### src/rtl/echo_mux_pkg.sv
package echo_mux_pkg;

    localparam int NUM_IN    = 4;
    localparam int HALF_W    = 5;
    localparam int GAP_HALF  = 2;
    localparam int WIN_BASE  = 3;
    localparam int WIN_SPAN  = 3;
    localparam int WIN_END   = WIN_BASE + NUM_IN * WIN_SPAN;
    localparam int END_HALF  = 18;
    localparam int PIN_W     = $clog2(NUM_IN);

    typedef enum logic [1:0] {
        SRC_LINE = 2'd0,
        SRC_MARK = 2'd1,
        SRC_PIN  = 2'd2
    } src_e;

    typedef struct packed {
        src_e             src;
        logic [PIN_W-1:0] pin;
    } route_t;

    function automatic route_t route_for(input logic [HALF_W-1:0] half);
        route_t r;
        int     hv;
        hv    = int'(half);
        r.src = SRC_LINE;
        r.pin = '0;
        if (hv == GAP_HALF) begin
            r.src = SRC_MARK;
        end
        for (int i = 0; i < NUM_IN; i++) begin
            if (hv >= WIN_BASE + i * WIN_SPAN && hv < WIN_BASE + (i + 1) * WIN_SPAN) begin
                r.src = SRC_PIN;
                r.pin = PIN_W'(i);
            end
        end
        return r;
    endfunction

endpackage

### src/rtl/echo_line_sync.sv
module echo_line_sync #(
    parameter int STAGES = 2
) (
    input  logic clk,
    input  logic rst,
    input  logic line_i,
    output logic line_o,
    output logic fall_o
);
    logic [STAGES-1:0] chain_q;
    logic              prev_q;

    always_ff @(posedge clk) begin
        if (rst) begin
            chain_q <= '1;
            prev_q  <= 1'b1;
        end else begin
            chain_q <= {chain_q[STAGES-2:0], line_i};
            prev_q  <= chain_q[STAGES-1];
        end
    end

    assign line_o = chain_q[STAGES-1];
    assign fall_o = prev_q & ~chain_q[STAGES-1];

endmodule

### src/rtl/echo_frame_timer.sv
module echo_frame_timer
    import echo_mux_pkg::*;
#(
    parameter int CLKS_PER_BIT = 434
) (
    input  logic              clk,
    input  logic              rst,
    input  logic              start_i,
    output logic              busy_o,
    output logic [HALF_W-1:0] half_o
);
    localparam int HALF = CLKS_PER_BIT / 2;
    localparam int CW   = (HALF > 1) ? $clog2(HALF) : 1;
    localparam logic [CW-1:0]     CNT_LAST = CW'(HALF - 1);
    localparam logic [HALF_W-1:0] H_END    = HALF_W'(END_HALF);

    logic [CW-1:0]     cnt_q;
    logic [HALF_W-1:0] half_q;
    logic              busy_q;

    always_ff @(posedge clk) begin
        if (rst) begin
            busy_q <= 1'b0;
            cnt_q  <= '0;
            half_q <= '0;
        end else if (!busy_q) begin
            if (start_i) begin
                busy_q <= 1'b1;
                cnt_q  <= '0;
                half_q <= '0;
            end
        end else if (cnt_q == CNT_LAST) begin
            cnt_q <= '0;
            if (half_q == H_END) begin
                busy_q <= 1'b0;
                half_q <= '0;
            end else begin
                half_q <= half_q + 1'b1;
            end
        end else begin
            cnt_q <= cnt_q + 1'b1;
        end
    end

    assign busy_o = busy_q;
    assign half_o = half_q;

    p_half_range_r7: assert property (@(posedge clk) disable iff (rst)
        busy_q |-> (half_q <= H_END));

    p_release_r7: assert property (@(posedge clk) disable iff (rst)
        (busy_q && cnt_q == CNT_LAST && half_q == H_END) |=> !busy_q);

    p_half_hold_r4: assert property (@(posedge clk) disable iff (rst)
        (busy_q && cnt_q != CNT_LAST) |=> $stable(half_q));

endmodule

### src/rtl/echo_phase_mux.sv
module echo_phase_mux
    import echo_mux_pkg::*;
(
    input  logic              clk,
    input  logic              rst,
    input  logic              line_i,
    input  logic              busy_i,
    input  logic [HALF_W-1:0] half_i,
    input  logic [NUM_IN-1:0] pins_i,
    output logic              out_o
);
    route_t route;
    logic   next_bit;
    logic   out_q;

    always_comb begin
        route = route_for(half_i);
        if (!busy_i) begin
            next_bit = line_i;
        end else begin
            unique case (route.src)
                SRC_MARK: next_bit = 1'b1;
                SRC_PIN:  next_bit = pins_i[route.pin];
                default:  next_bit = line_i;
            endcase
        end
    end

    always_ff @(posedge clk) begin
        if (rst) out_q <= 1'b1;
        else     out_q <= next_bit;
    end

    assign out_o = out_q;

    p_idle_follow_r1: assert property (@(posedge clk) disable iff (rst)
        !busy_i |=> (out_o == $past(line_i)));

    p_gap_mark_r3: assert property (@(posedge clk) disable iff (rst)
        (busy_i && half_i == HALF_W'(GAP_HALF)) |=> out_o);

    p_tail_pass_r5: assert property (@(posedge clk) disable iff (rst)
        (busy_i && half_i >= HALF_W'(WIN_END)) |=> (out_o == $past(line_i)));

endmodule

### src/rtl/echo_input_mux.sv
module echo_input_mux
    import echo_mux_pkg::*;
#(
    parameter int CLKS_PER_BIT = 434,
    parameter int SYNC_STAGES  = 2
) (
    input  logic        clk,
    input  logic        rst,
    input  logic        host_rx_i,
    input  logic [3:0]  pins_i,
    output logic        host_tx_o
);
    logic              line_s;
    logic              fall_s;
    logic              busy;
    logic [HALF_W-1:0] half;

    echo_line_sync #(.STAGES(SYNC_STAGES)) u_sync (
        .clk    (clk),
        .rst    (rst),
        .line_i (host_rx_i),
        .line_o (line_s),
        .fall_o (fall_s)
    );

    echo_frame_timer #(.CLKS_PER_BIT(CLKS_PER_BIT)) u_timer (
        .clk     (clk),
        .rst     (rst),
        .start_i (fall_s),
        .busy_o  (busy),
        .half_o  (half)
    );

    echo_phase_mux u_mux (
        .clk    (clk),
        .rst    (rst),
        .line_i (line_s),
        .busy_i (busy),
        .half_i (half),
        .pins_i (pins_i),
        .out_o  (host_tx_o)
    );

    p_start_low_r2: assert property (@(posedge clk) disable iff (rst)
        $rose(busy) |-> !line_s);

    p_start_gap_r2: assert property (@(posedge clk) disable iff (rst)
        (busy && half < HALF_W'(GAP_HALF)) |=> (host_tx_o == $past(line_s)));

endmodule

### config.mk
export PLATFORM = sky130hd
export DESIGN_NAME = echo_input_mux
export DESIGN_NICKNAME = d
export VERILOG_FILES = /design/src/rtl/echo_mux_pkg.sv /design/src/rtl/echo_line_sync.sv /design/src/rtl/echo_frame_timer.sv /design/src/rtl/echo_phase_mux.sv /design/src/rtl/echo_input_mux.sv
export SDC_FILE = /design/constraint.sdc
export NUM_CORES = 1
export LEC_CHECK = 0
export ABC_CLOCK_PERIOD_IN_PS = 3100
export BUFFER_PORTS_ARGS = -buffer_cell sky130_fd_sc_hd__buf_2
export CAP_MARGIN = 5
export CORE_MARGIN = 2
export CORE_UTILIZATION = 58
export CTS_BUF_LIST = sky130_fd_sc_hd__clkbuf_16
export CTS_CLUSTER_DIAMETER = 80
export DETAILED_ROUTE_END_ITERATION = 10
export PLACE_DENSITY_LB_ADDON = 0.12
export SLEW_MARGIN = 30
export SYNTH_ARGS = -nofsm -noshare
export SYNTH_HDL_FRONTEND = slang
export SYNTH_SLANG_ARGS = --single-unit
### constraint.sdc
create_clock -name clk -period 3.1 [get_ports clk]
set_clock_uncertainty 0.15 [all_clocks]
set_input_delay 0.775 -clock clk [delete_from_list [all_inputs] [get_ports clk]]
set_output_delay 0.775 -clock clk [all_outputs]
set_load 0.01 [all_outputs]
Word-level counts from Yosys, hierarchy flattened. Index checks and enable logic that the tools add are counted.

Word-level logic and storage cells: 51. Input bits: 7. Bits in registers: 18. Output and inout bits: 1.

$add $sub $neg: 2. $lt $le $gt $ge: 9. Equality and inequality tests: 6. Muxes and demuxes: 20. Bitwise gates (word level): 2. Reduce and logical (&&, ||, !) cells: 6.

Operators by type and width (count): 8-bit two-way mux (3); 5-bit two-way mux (4); 4-bit two-way mux (4); 5-bit by 4-bit < comparator with 1-bit output (second input constant) (3); 5-bit by 4-bit greater-or-equal comparator with 1-bit output (second input constant) (2); 8-bit by 1-bit adder with 8-bit output (second input constant) (1); 8-bit == test (second input constant) (1); 1-bit two-way mux (7); 5-bit by 1-bit adder with 5-bit output (second input constant) (1); 5-bit by 3-bit == test with 1-bit output (second input constant) (1); 5-bit == test (second input constant) (1); 5-bit by 2-bit greater-or-equal comparator with 1-bit output (second input constant) (1); 5-bit by 3-bit greater-or-equal comparator with 1-bit output (second input constant) (1); 5-bit by 3-bit < comparator with 1-bit output (second input constant) (1); 1-bit logical AND (4); 2-bit by 3-bit < comparator with 1-bit output (second input constant) (1); 1-bit binary-select mux with 2-bit select (1); 2-bit by 1-bit == test with 1-bit output (second input constant) (1); 2-bit == test (second input constant) (1); 2-bit != test (second input constant) (1); 1-bit one-hot mux with 2 select lines (1); 2-bit AND reduction (1); 2-bit nonzero test (1); 1-bit AND (1); 1-bit NOT (1).

Depth between registers and ports, before layout.
Depth in word-level cells: 10. Depth in mapped cells: 10. Mapped depth without buffers: 10.

Cells and area by module. A second synthesis with hierarchy kept.

Cells, all modules: 127. Area, all modules: 1086.0 um2.

Modules (own cells, without submodules): echo_frame_timer (seq. area each 280.3 um2, times used 1, cells each 90, area an instance 760.7 um2); echo_phase_mux (seq. area each 20.0 um2, times used 1, cells each 30, area an instance 240.2 um2); echo_line_sync (seq. area each 60.1 um2, times used 1, cells each 7, area an instance 85.1 um2).

Worst setup path after synthesis. OpenSTA, ideal clock, no wires.

Path kind: flip-flop to flip-flop. Start point: register u_timer.half_q[1] (netlist: u_timer.half_o[1]). End point: register u_mux.out_q (netlist: u_mux.out_o). Path buffers: 0. Clock period less this slack: 2485 ps. Arrival time: 2205 ps. Cell stages (with the launch flop): 11. Setup slack: 615 ps. Path through: dfxtp_1 > inv_1 > ha_1 > or4_4 > nand3_1 > o21ai_0 > ha_1 > nor2b_1 > nor2_1 > a211oi_1 > o31ai_2.

Cells in the longest elaborated chain, start to end: 9.

Ends and longest elaborated chain: from (decl) (RTL line echo_frame_timer.sv:18) `logic [HALF_W-1:0] half_q;`; from (signal assigned) (RTL line echo_frame_timer.sv:38) `half_q <= half_q + 1'b1;`; 5-bit by 3-bit greater-or-equal comparator with 1-bit output (tied with other cells) (RTL line echo_mux_pkg.sv:33) `if (hv >= WIN_BASE + i * WIN_SPAN && hv < WIN_BASE + (i + 1) * WIN_SPAN) begin`; 1-bit logical AND / 1-bit two-way mux (equally long branches) (RTL line echo_mux_pkg.sv:33, echo_mux_pkg.sv:29); 4-bit two-way mux (2 in a row) (RTL line echo_mux_pkg.sv:33); 4-bit two-way mux * (RTL line echo_mux_pkg.sv:33); 1-bit binary-select mux with 2-bit select / 4-bit two-way mux (equally long branches) (RTL line echo_phase_mux.sv:23, echo_mux_pkg.sv:33); 1-bit two-way mux (not written as such) (tied with other cells) (RTL line echo_phase_mux.sv:23) `SRC_PIN: next_bit = pins_i[route.pin];`; 1-bit one-hot mux with 2 select lines * (RTL line echo_phase_mux.sv:21) `unique case (route.src)`; 1-bit two-way mux * (RTL line echo_phase_mux.sv:18) `if (!busy_i) begin`; to (signal assigned) (RTL line echo_phase_mux.sv:31) `else out_q <= next_bit;`; to (decl) (RTL line echo_phase_mux.sv:14) `logic out_q;`.

Every way passes the cells marked *; elsewhere a longest branch is shown, timed or not. The select of a mux whose other input is x is not followed. A chain may end at the register's enable or synchronous reset.

Worst setup path after layout. Same ends and word-level chain as after synthesis.

==> results.json <==
{
  "status": "finished clean",
  "fin_ws_ps": 328,
  "arrival_ps": 2750,
  "critPathLaunch": "u_timer.half_o[1]",
  "ys_ff_latch": 18,
  "nets": 151,
  "finalMaxSlewViolations": 0,
  "syn-cell-area_sq_um": 1160,
  "fin_crit_ps": 2770,
  "pre_cts_ws_ps": 359,
  "maxCapViolCount": 0,
  "synth-simple-area-share_pct": 22.2,
  "yosysUniqueCellTypes": 49,
  "core_area_sq_um": 1920,
  "place_area_sq_um": 1180,
  "antenna_left": 0,
  "hold_class": "register to register",
  "antenna_found_initial": 0,
  "initial_core_util_pct": 60.4,
  "p_per_area_nw_per_um2": 414,
  "synth_xor_area_share_pct": 0,
  "dr.pass1.iters": 4,
  "finalPower_uw": 522,
  "ctsHoldBuffers": 0,
  "crit_path_end_kind": "register",
  "hpwl_um": 1740,
  "grt_pass1_wl_um": 4000,
  "drtIter0Drc": 27,
  "numCtsBuffers": 3,
  "clockRootBuffer": "clkbuf_16",
  "synth_top_family_by_area": "compound AO/OA/AOI/OAI gates",
  "r2r-start": "u_timer.half_o[1]",
  "ys.flop_type": "dfxtp_1",
  "die_y_um": 48.7,
  "timing.final.crit_share_pct": 89.4,
  "path_class": "register to register",
  "vdd_drop_max_v": 0.000322,
  "tightest_slew_ps": 520,
  "grt_max_degree": 18,
  "critical_path.max_fanout": 9,
  "synthMuxAreaShare_pct": 0.863,
  "rsz0062_at_grt": "no",
  "r2r_end": "u_mux.out_o",
  "cts_resized": 0,
  "finalWeightedCongestion": 0.887,
  "layout_commonest_cell": "dfxtp_1",
  "synth-edff-count": 0,
  "synth_compound_area_share_pct": 29.9,
  "fmax_ghz": 0.361,
  "drt-total-wl_um": 2440,
  "yosys_warnings": 0,
  "synth_sequential_area_ratio_pct": 31.1,
  "cts_tree": "done",
  "postLayoutCellArea_sq_um": 1260,
  "netlist_instances": 131,
  "worstPathRequired_ps": 3070,
  "htreeDepth": 1,
  "numPortBuffers": 7,
  "hold_viol_final": 0,
  "p_leak_nw": 0.526,
  "grt_pass1_vias": 898,
  "setup_viol": 0,
  "die_area_sq_um": 2370,
  "track_usage_pct": 21.7,
  "rrSetupSlack_ps": 330,
  "synthArstFlopShare_pct": 0,
  "drive_gt1_share_pct": 14.8,
  "crit_path_end": "u_mux.out_o",
  "ioPinCount": 8,
  "vias_per_cell": 6.22,
  "slew_headroom_pct": 65.3,
  "clk_pin_slew_ps": 50,
  "area_growth_pct": 8.63,
  "cp-start-kind": "register",
  "synthAdderAreaFrac_pct": 8.63,
  "die_x_um": 48.7,
  "routedWlPerCell_um": 15.0,
  "synth_area_per_cell_sq_um": 8.85,
  "final_cell_mix": "18 x dfxtp_1, 10 x inv_1, 9 x nor2_1",
  "synth_nets": 146,
  "clk-insertion-delay-late_ps": 240,
  "antenna_cells": 0,
  "via_count": 1007,
  "num_rows": 16,
  "cts.sinks": 18,
  "drc_errors": 0,
  "grt-ovfl-total": 0,
  "finalSetupTns_ps": 0,
  "clockBufferDepth": 2,
  "r2r_cells": 10,
  "postCtsSetupBuffers": 0
}
## final cells by class
cell class | instances | area, sq um
multi-input combinational | 96 | 714
clock inverter | 1 | 3.75
clock buffer | 3 | 75.1
sequential | 18 | 360
timing repair buffer | 7 | 35.0
inverter | 10 | 37.5
fill | 165 | 662
tap | 27 | 33.8
## worst min path at each step
stage / end / slack [ps] / cells after the start / start
after global placement: u_sync.chain_q[1] / 260 / 1 / u_sync.chain_q[0]
after CTS: u_sync.chain_q[1] / 270 / 1 / u_sync.chain_q[0]
after floorplan: u_sync.chain_q[1] / 240 / 1 / u_sync.chain_q[0]
after detailed placement: u_sync.chain_q[1] / 250 / 1 / u_sync.chain_q[0]
after global routing: u_sync.chain_q[1] / 280 / 1 / u_sync.chain_q[0]
final: u_sync.chain_q[1] / 260 / 1 / u_sync.chain_q[0]
## where the power goes
| group | switching, mW | internal, mW | total (mW) |
|---|---|---|---|
| Combinational | 0.0180 | 0.0104 | 0.0284 |
| Sequential | 0.00426 | 0.235 | 0.239 |
| Clock | 0.0828 | 0.171 | 0.254 |
## state kept, by name, indices dropped and copies added, names as in the netlist
signal / cells
u_sync.prev_q: 1
u_timer.busy_o: 1
u_timer.cnt_q: 8
u_sync.chain_q: 2
u_timer.half_o: 5
u_mux.out_o: 1
## critical path, stage by stage (launching register included)
cell and delay (ps):
dfxtp_1 480, inv_1 150, ha_1 230, or4_4 430, nand3_1 130, o21ai_0 130
ha_1 310, nor2b_1 220, nor2_1 70, a211oi_1 260, o31ai_2 100
## layer usage
metal / global-route usage, % / up-vias / part of all wire, %
li1: - / 502 / -
met1: 29.2 / 478 / 48
met2: 35.6 / 25 / 48
met3: 5.56 / 2 / 4.1
met4: 3.33 / 0 / 0.45
met5: 0 / - / 0
## stage by stage
step / instances / util (%) / hold WS [ps]
3_5_place_dp: 158 / 61.5 / 254
4_1_cts: 162 / 65.6 / 267
6_report: 162 / 65.6 / 262
5_1_grt: 162 / 65.6 / 278
2_1_floorplan: 131 / - / 239
3_3_place_gp: 158 / 61.5 / 261
## kinds of logic after synthesis
kind of cell,after synthesis
adder cells (fa/ha/maj),8
AND/OR/NAND/NOR,43
flip-flops,18
buffers and inverters,17
AO/OA/AOI/OAI,44
multiplexers,1
## synthesized netlist by cell type (2+ instances only)
library cell | number | area share (%)
dfxtp_1 | 18 | 31
inv_1 | 10 | 3.2
nor2_1 | 9 | 2.9
a21oi_1 | 8 | 3.5
ha_1 | 8 | 8.6
nand2_1 | 5 | 1.6
a21o_1 | 4 | 2.6
a311oi_1 | 4 | 3.0
nand3_1 | 4 | 1.7
nand4_1 | 4 | 2.2
o21ai_0 | 4 | 1.7
a41oi_1 | 3 | 2.3
and3_1 | 3 | 1.6
buf_2 | 2 | 0.86
buf_6 | 2 | 1.9
clkbuf_1 | 2 | 0.65
nor2b_1 | 2 | 1.1
nor3_1 | 2 | 0.86
nor3b_1 | 2 | 1.3
o2111a_1 | 2 | 1.9
o211a_1 | 2 | 1.7
o211ai_1 | 2 | 1.3
o21bai_1 | 2 | 1.3
or2_2 | 2 | 1.1
(Power assumes the default switching activity.)
